--- config.mk ---
export PLATFORM = sky130hd
export DESIGN_NAME = nzcv_alu
export DESIGN_NICKNAME = d
export VERILOG_FILES = /design/src/rtl/nzcv_alu_pkg.sv /design/src/rtl/alu_arith.sv /design/src/rtl/alu_bitwise.sv /design/src/rtl/alu_shifter.sv /design/src/rtl/nzcv_alu.sv
export SDC_FILE = /design/constraint.sdc
export NUM_CORES = 1
export LEC_CHECK = 0
export ABC_AREA = 1
export BUFFER_PORTS_ARGS = -buffer_cell sky130_fd_sc_hd__buf_2
export CAP_MARGIN = 30
export CORE_ASPECT_RATIO = 0.6
export CORE_MARGIN = 4
export CORE_UTILIZATION = 36
export CTS_BUF_LIST = sky130_fd_sc_hd__clkbuf_8
export DETAILED_ROUTE_END_ITERATION = 12
export HOLD_SLACK_MARGIN = 0.15
export PLACE_DENSITY = 0.6
export SLEW_MARGIN = 0
export SYNTH_ARGS = -nofsm -noshare
export SYNTH_HDL_FRONTEND = slang
export SYNTH_HIERARCHICAL = 1
export SYNTH_SLANG_ARGS = --single-unit
--- constraint.sdc ---
create_clock -name clk -period 3.8 [get_ports clk]
set_input_delay 0.57 -clock clk [delete_from_list [all_inputs] [get_ports clk]]
set_output_delay 0.57 -clock clk [all_outputs]
set_load 0.1 [all_outputs]
--- src/rtl/nzcv_alu_pkg.sv ---
package nzcv_alu_pkg;

    typedef enum logic [4:0] {
        OP_NOT  = 5'b00000,
        OP_SUB  = 5'b00001,
        OP_XOR  = 5'b00100,
        OP_ADD  = 5'b00101,
        OP_OR   = 5'b00110,
        OP_AND  = 5'b00111,
        OP_LSR  = 5'b01000,
        OP_LSL  = 5'b01001,
        OP_ADDI = 5'b01101
    } alu_op_e;

    typedef enum logic [1:0] {
        GRP_ARITH,
        GRP_LOGIC,
        GRP_SHIFT,
        GRP_NONE
    } op_grp_e;

    typedef enum logic [1:0] {
        BW_NOT,
        BW_AND,
        BW_OR,
        BW_XOR
    } bw_sel_e;

    typedef struct packed {
        logic n;
        logic z;
        logic c;
        logic v;
    } flags_t;

    function automatic op_grp_e op_group(input logic [4:0] op);
        case (op)
            OP_ADD, OP_ADDI, OP_SUB:        return GRP_ARITH;
            OP_NOT, OP_AND, OP_OR, OP_XOR:  return GRP_LOGIC;
            OP_LSL, OP_LSR:                 return GRP_SHIFT;
            default:                        return GRP_NONE;
        endcase
    endfunction

    function automatic bw_sel_e bw_select(input logic [4:0] op);
        case (op)
            OP_AND:  return BW_AND;
            OP_OR:   return BW_OR;
            OP_XOR:  return BW_XOR;
            default: return BW_NOT;
        endcase
    endfunction

endpackage

--- src/rtl/alu_arith.sv ---
module alu_arith #(
    parameter int W = 16
) (
    input  logic [W-1:0] a_i,
    input  logic [W-1:0] b_i,
    input  logic         sub_i,
    output logic [W-1:0] res_o,
    output logic         carry_o,
    output logic         ovf_o
);
    localparam int MSB = W - 1;

    logic sa, sb, sr;

    always_comb begin
        res_o = sub_i ? (a_i - b_i) : (a_i + b_i);
        sa    = a_i[MSB];
        sb    = b_i[MSB];
        sr    = res_o[MSB];
        // sign-bit based carry and overflow, identical for add and subtract
        carry_o = (sa & sb) | (~sr & (sa | sb));
        ovf_o   = (sa & sb & ~sr) | (~sa & ~sb & sr);
    end
endmodule

--- src/rtl/alu_bitwise.sv ---
module alu_bitwise
    import nzcv_alu_pkg::*;
#(
    parameter int W = 16
) (
    input  logic [W-1:0] a_i,
    input  logic [W-1:0] b_i,
    input  bw_sel_e      sel_i,
    output logic [W-1:0] res_o
);
    always_comb begin
        unique case (sel_i)
            BW_AND:  res_o = a_i & b_i;
            BW_OR:   res_o = a_i | b_i;
            BW_XOR:  res_o = a_i ^ b_i;
            default: res_o = ~a_i;
        endcase
    end
endmodule

--- src/rtl/alu_shifter.sv ---
module alu_shifter #(
    parameter int W   = 16,
    parameter int SHW = 5
) (
    input  logic [W-1:0]   a_i,
    input  logic [SHW-1:0] amt_i,
    input  logic           right_i,
    output logic [W-1:0]   res_o
);
    // one stage per amount bit; a stage whose step reaches W clears the word
    logic [W-1:0] stage [SHW+1];

    assign stage[0] = a_i;

    for (genvar k = 0; k < SHW; k++) begin : g_stage
        localparam int STEP = 1 << k;
        if (STEP >= W) begin : g_wide
            assign stage[k+1] = amt_i[k] ? '0 : stage[k];
        end else begin : g_narrow
            assign stage[k+1] = !amt_i[k] ? stage[k]
                              : (right_i ? (stage[k] >> STEP) : (stage[k] << STEP));
        end
    end

    assign res_o = stage[SHW];
endmodule

--- src/rtl/nzcv_alu.sv ---
module nzcv_alu
    import nzcv_alu_pkg::*;
#(
    parameter int W   = 16,
    parameter int OPW = 5,
    parameter int SHW = 5
) (
    input  logic           clk,
    input  logic           rst_n,
    input  logic [OPW-1:0] op_i,
    input  logic [W-1:0]   opa_i,
    input  logic [W-1:0]   opb_i,
    input  logic [SHW-1:0] shamt_i,
    input  logic           flag_we_i,
    output logic [W-1:0]   result_o,
    output logic [3:0]     flags_next_o,
    output logic [3:0]     flags_o
);
    localparam int MSB = W - 1;

    typedef struct packed {
        logic [W-1:0] result;
        flags_t       flags;
    } alu_out_t;

    logic [W-1:0] ar_res, bw_res, sh_res;
    logic         ar_c, ar_v;
    op_grp_e      grp;
    alu_out_t     calc;
    flags_t       flags_d, flags_q;

    alu_arith #(.W(W)) i_arith (
        .a_i     (opa_i),
        .b_i     (opb_i),
        .sub_i   (op_i == OP_SUB),
        .res_o   (ar_res),
        .carry_o (ar_c),
        .ovf_o   (ar_v)
    );

    alu_bitwise #(.W(W)) i_bitwise (
        .a_i   (opa_i),
        .b_i   (opb_i),
        .sel_i (bw_select(op_i)),
        .res_o (bw_res)
    );

    alu_shifter #(.W(W), .SHW(SHW)) i_shifter (
        .a_i     (opa_i),
        .amt_i   (shamt_i),
        .right_i (op_i == OP_LSR),
        .res_o   (sh_res)
    );

    always_comb begin
        grp  = op_group(op_i);
        calc = '0;
        unique case (grp)
            GRP_ARITH: begin
                calc.result  = ar_res;
                calc.flags.c = ar_c;
                calc.flags.v = ar_v;
            end
            GRP_LOGIC: calc.result = bw_res;
            GRP_SHIFT: calc.result = sh_res;
            default:   calc.result = '0;
        endcase
        calc.flags.n = calc.result[MSB];
        calc.flags.z = ~|calc.result;
        if (grp == GRP_NONE) begin
            calc.flags = flags_q;
        end
        flags_d = flag_we_i ? calc.flags : flags_q;
    end

    always_ff @(posedge clk or negedge rst_n) begin
        if (!rst_n) begin
            flags_q <= '0;
        end else begin
            flags_q <= flags_d;
        end
    end

    assign result_o     = calc.result;
    assign flags_next_o = calc.flags;
    assign flags_o      = flags_q;
endmodule

# --- Yosys cells after proc, flatten, opt, wreduce, memory -nomap -nowiden ---
# Memory sizes are Yosys's and may differ from the RTL's.
# Cells that the tools add are included.
# W data, S select, Z words.
classes:
  eq_ne: 11
  reduce_logical: 3
  bitwise: 15
  n_mux: 16
  addsub: 2
ops:
  columns: ["operator", "n"]
  rows:
  - ["$mux W16", 10]
  - ["$pmux W16 S3", 2]
  - ["$add A16 B16 Y16", 1]
  - ["$and A16 B16 Y16", 1]
  - ["$not A16 Y16", 1]
  - ["$or A16 B16 Y16", 1]
  - ["$reduce_or A16 Y1", 1]
  - ["$sub A16 B16 Y16", 1]
  - ["$xor A16 B16 Y16", 1]
  - ["$eq A5 B3 Y1 const B", 3]
  - ["$eq A2 B2 Y1 const B", 4]
  - ["$pmux W2 S3", 1]
  - ["$and A1 B1 Y1", 5]
  - ["$eq A5 B1 Y1 const B", 1]
  - ["$eq A5 B4 Y1 const B", 1]
  - ["$eq A2 B1 Y1 const B", 2]
  - ["$mux W2", 2]
  - ["$mux W4", 1]
  - ["$not A1 Y1", 3]
  - ["$or A1 B1 Y1", 3]
  - ["$logic_not A2 Y1", 1]
  - ["$logic_not A1 Y1", 1]
word_totals:
  out_inout_bits: 24
  n_memories: 1
  rom_bits: 32
  in_bits: 45
  register_bits: 4
  elab_cells: 52
mem_list:
  columns: ["memory", "depth", "word_bits", "rd", "rd_ports_with_merged_regs", "wr", "line_no", "rtl"]
  rows:
  - ["(name not given)", 16, 2, 1, 0, 0, "nzcv_alu_pkg.sv:37", "case (op)"]

# --- Logic depth before layout (Yosys ltp) ---
logic_depth:
  ltp_word: 14
  mapped_depth: 27
  ltp_nobuf: 27

# --- By module ---
# The synthesis kept the hierarchy.
by_module_without_submodules:
  columns: ["module", "area_each_um2", "seq_area_each_um2", "n_inst", "cells_each"]
  rows:
  - ["alu_shifter", 1343.8, 0.0, 1, 260]
  - ["alu_arith", 1251.2, 0.0, 1, 216]
  - ["alu_bitwise", 1076.0, 0.0, 1, 172]
  - ["nzcv_alu", 797.0, 100.1, 1, 141]

# --- Least setup slack after synthesis ---
# OpenSTA, ideal clock, no wires.
synth_timing:
  kind: "input to output"
  startpoint: "in op_i[1]"
  endpoint: "out flags_next_o[2]"
  n_path_buf: 0
  path_slack_ns: -1.117
  arrival_ns: 4.347
  path_stages: 22
  required_time_ns: 3.230
  path_cell_list: "inv_1 nand2_1 nor4_1 inv_1 nand2_1 o21ai_0 xor2_1 inv_1 ha_1 a21o_1 or2_2 nand3_1 nand2_1 nand2_1 nand2_1 nand4_1 nand3_1 nor2_1 nand2_1 nor2_1 nand2_1 nand2_2"
synth_via:
  elab_cells_between_ends: 30
  cone_classes: "eq/ne (11); mux (15); reduce/logical (3); memory (1)"
synth_lines:
  columns: ["item", "line_no", "rtl"]
  rows:
  - ["start, declared", "nzcv_alu.sv:10", "input logic [OPW-1:0] op_i,"]
  - ["$eq A5 B1 Y1", "nzcv_alu.sv:35", ".sub_i (op_i == OP_SUB),"]
  - ["$mux W16", "alu_arith.sv:16", "res_o = sub_i ? (a_i - b_i) : (a_i + b_i);"]
  - ["named net ar_res[14]", "nzcv_alu.sv:26", "logic [W-1:0] ar_res, bw_res, sh_res;"]
  - ["$pmux W16 S3", "nzcv_alu.sv:58", "unique case (grp)"]
  - ["named net result_o[14]", "nzcv_alu.sv:15", "output logic [W-1:0] result_o,"]
  - ["$reduce_or A16 Y1", "nzcv_alu.sv:69", "calc.flags.z = ~|calc.result;"]
  - ["$logic_not A1 Y1", "nzcv_alu.sv:69", null]
  - ["$mux W4", "nzcv_alu.sv:70", "if (grp == GRP_NONE) begin"]
  - ["end, declared", "nzcv_alu.sv:16", "output logic [3:0] flags_next_o,"]
# The timed path passes the listed nets, and every way through them passes these cells.

# --- Worst setup path after layout ---
layout_timing:
  startpoint: "in opb_i[0]"
  endpoint: "out flags_next_o[2]"
layout_via:
  elab_chain_len: 6
  elab_cells_between_ends: 11
  cone_classes: "add/sub (2); mux (4); bitwise (3); reduce/logical (2)"
layout_rtl:
  columns: ["item", "line_no", "rtl"]
  rows:
  - ["start, declared", "nzcv_alu.sv:12", "input logic [W-1:0] opb_i,"]
  - ["$add A16 B16 Y16 or $sub A16 B16 Y16 (tied branches)", "alu_arith.sv:16", null]
  - ["$mux W16 (*)", "alu_arith.sv:16", null]
  - ["named net ar_res[13]", "nzcv_alu.sv:26", null]
  - ["$pmux W16 S3 (*)", "nzcv_alu.sv:58", null]
  - ["$reduce_or A16 Y1 (*)", "nzcv_alu.sv:69", null]
  - ["$logic_not A1 Y1 (*)", "nzcv_alu.sv:69", null]
  - ["$mux W4 (*)", "nzcv_alu.sv:70", null]
# Mark *: on every way through the listed nets, which the timed path passes. The rest lies on a longest branch.

==> flow_summary.yaml <==
status:
  status: "complete, but fails checks"
  violations: "negative setup slack"
routing:
  drcViolationCount: 0
  vias_per_cell: 5.12
  wirelength_um: 16500
  first_pass_iters: 5
  drt_iter0_drc: 470
  vias: 5607
  ant_nets: 0
  post_drt_wl_per_cell_um: 15.0
die:
  initial_core_util_pct: 36.9
  dieArea_um2: 14300
  io_pins: 69
  die_y_um: 94.3
  die_w_um: 152
  core.rowCount: 31
  core_area_um2: 12100
synth:
  ys_ff_latch: 4
  synth_area_leaders: "nand2_1 20%, ha_1 13%, nand3_1 12%, inv_1 8.1%, nand3_2 7.6%"
  ys_warn_count: 6
  postSynthAreaPerCell_um2: 5.66
  syn-instance-count: 789
  syn_nets: 883
  ys_types: 44
  synth_top_area_share_pct: 19.7
  post-synth-top-area-cell: "nand2_1"
  ys_seq_area_share_pct: 2.24
  syn-cell-area_um2: 4470
layout:
  final_cells: 1095
  largest_register_ffs: 4
  area_growth_pct: 46.2
  n_antenna_cell: 0
  final_layout_size_suffix_gt1_share_pct: 35.8
  num-fill-cells: 1228
  fin_nets: 1026
critical_path:
  worstPathRequired_ns: 3.23
  critPathMaxFanout: 4
  critPathCaptureType: "output pin"
  worst-r2r-cell-count: 4
  r2r_slack_ns: 2.98
  r2r-end: "flags_o[2]$_DFFE_PN0P_"
  crit_arrival_ns: 3.40
  r2r_start: "flags_o[2]$_DFFE_PN0P_"
  start_kind: "input pin"
  crit_type: "in2out"
flow_run:
  cap_violations: 0
hold_path:
  hold_depth: 2
  worstHoldPathType: "reg2reg"
  hp-start: "flags_o[2]$_DFFE_PN0P_"
  min_to: "flags_o[2]$_DFFE_PN0P_"
power:
  powerDensity_nw_per_um2: 194
  switching_power_uw: 722
  combPwrFrac_pct: 88.6
  power_frac_seq_pct: 4.3
  pwr-share-clk_pct: 7.1
  p_sw_share_pct: 57.1
  peakVddDrop_mv: 0.104
  internal-power_uw: 543
  p_leak_uw: 0.00343
global_routing:
  overflow: 0
  grt_pass1_vias: 4938
  grt_start_max_net_pins: 35
  grtUsageTotal_pct: 22.1
  grt_pass1_wl_um: 26200
  grt_antenna_before_repair: 0
cts:
  cts_tree: "built"
  cts_root_buffer: "clkbuf_8"
  insertion_delay_ns: 0.22
  cts-buffers-inserted: 3
  htreeDepth: 1
  cts_sinks: 4
  cts.clk_slew.worst_paths_ns: 0.03
  clockBufferDepth: 2
timing:
  maxSlewHeadroom_pct: 45.0
  setup_ws_ns: -0.175
  rsz0062_at_grt: "true"
  fin_crit_ns: 3.97
  setup_viol: 5
  finalHoldViolCount: 0
  timing.fmax_mhz: 252
  fin_worst_skew_ns: 0
  post-route-period-util_pct: 105
  final.setup.tns_ns: -0.414
  slew_viol_final: 0
  worst_pin_slew_ns: 0.822
placed_design:
  hpwl_um: 13600
  io_buffers: 68
  gp_congestion: 0.960
  dpl.cell_count: 1081
[layout make-up]
class | count | area (µm²) | share of cell area, %
Tap cell | 165 | 206 | 3.16
Timing Repair Buffer | 170 | 1530 | 23.4
Sequential cell | 4 | 100 | 1.53
Clock buffer | 3 | 41.3 | 0.632
Inverter | 105 | 427 | 6.53
Multi-Input combinational cell | 648 | 4230 | 64.8
[cells by family (layout without fill, tap and decap cells)]
family / after synthesis / after routing / synth area share [%]
AND/OR/NAND/NOR: 521 / 521 / 58.0
AO/OA/AOI/OAI: 54 / 54 / 7.03
adder cells (fa/ha/maj): 49 / 49 / 13.9
flip-flops: 4 / 4 / 2.24
XOR/XNOR: 24 / 24 / 4.70
buffers and inverters: 137 / 278 / 14.1
[cells in the mapped netlist (all sizes together)]
cell / n
a21o: 3
a21oi: 28
a31oi: 2
and2: 1
buf: 31
clkbuf: 1
clkinv: 2
dfrtp: 4
fa: 1
ha: 48
inv: 103
nand2: 252
nand3: 144
nand3b: 1
nand4: 42
nor2: 59
nor3: 6
nor3b: 1
nor4: 1
o211a: 2
o211ai: 1
o21ai: 17
o21bai: 1
or2: 14
xnor2: 5
xor2: 19
[cells in the final DEF, fill, tap and decap left out, drive strengths merged, types with 4 or more instances in the layout]
cell type    n
nand3      144
or2         14
xnor2        5
o21ai       17
inv        102
xor2        19
nand2      252
ha          48
nor3         6
nand4       42
a21oi       28
buf        169
dfrtp        4
nor2        59
[how the worst max path moves through the flow]
stage,from,to,slack [ns],cells past startpoint
finish,opb_i[0],flags_next_o[2],-0.17,25
global placement,op_i[3],flags_next_o[2],-0.32,22
floorplan,op_i[1],flags_next_o[2],-0.26,19
detailed placement,op_i[1],flags_next_o[2],-0.34,24
global route,opb_i[5],flags_next_o[2],-0.42,24
CTS,op_i[3],flags_next_o[2],-0.20,23
[stage by stage]
stage / area (µm²) / util (%) / total power (µW) / hold WS [ns] / setup slack (ns)
after detailed placement: 6080 / 50.2 / 1080 / 0.378 / -0.337
after global routing: 6530 / 54.0 / 1350 / 0.541 / -0.422
final: 6530 / 54.0 / 1260 / 0.499 / -0.175
after global placement: 6080 / 50.2 / 1070 / 0.379 / -0.319
after CTS: 6270 / 51.8 / 1200 / 0.508 / -0.204
after floorplan: 4720 / - / 699 / 0.274 / -0.265
[metal layers]
metal	part of all wire (%)	wire length, µm	track usage, %	up-vias
met1	54	8820	36.1	2536
met5	0	0	0	-
met3	5.5	905	1.93	20
met4	2.0	321	3.89	0
li1	-	-	-	2863
met2	39	6410	30.5	188
[timing repair]
item,4_1_cts,5_1_grt
cloned,0,0
resized for setup,25,58
buffers inserted,5,7
endpoints found under the setup margin,12,14
hold endpoints to repair,2,0
pin swaps,3,20
hold buffers,1,0
[worst max-delay path, cell delays in order]
cell and delay [ns]:
buf_6 0.11, inv_8 0.05, ha_4 0.14, nand3_4 0.08
nor2_4 0.10, nand3b_1 0.18, o21ai_2 0.19, xor2_1 0.17
ha_1 0.30, nand2_2 0.12, nor2_4 0.05, inv_1 0.06
nor2_2 0.05, nor3_2 0.19, nand2_1 0.09, nand2_1 0.06
nand2_1 0.05, nand4_1 0.13, nand3_4 0.09, nor2_2 0.11
nand2_1 0.07, nor2_2 0.11, nand2_2 0.09, nand2_8 0.09
buf_12 0.16
[power by group through the flow]
stage	clock (µW)	combinational [µW]	sequential (µW)
global placement	0	1020	55.3
finish	89.8	1120	54.7
detailed placement	0	1020	55.2
global route	95.3	1200	55.9
floorplan	0	598	101
CTS	91.5	1050	54.8
Note: power is estimated with default switching activity, not from simulation.
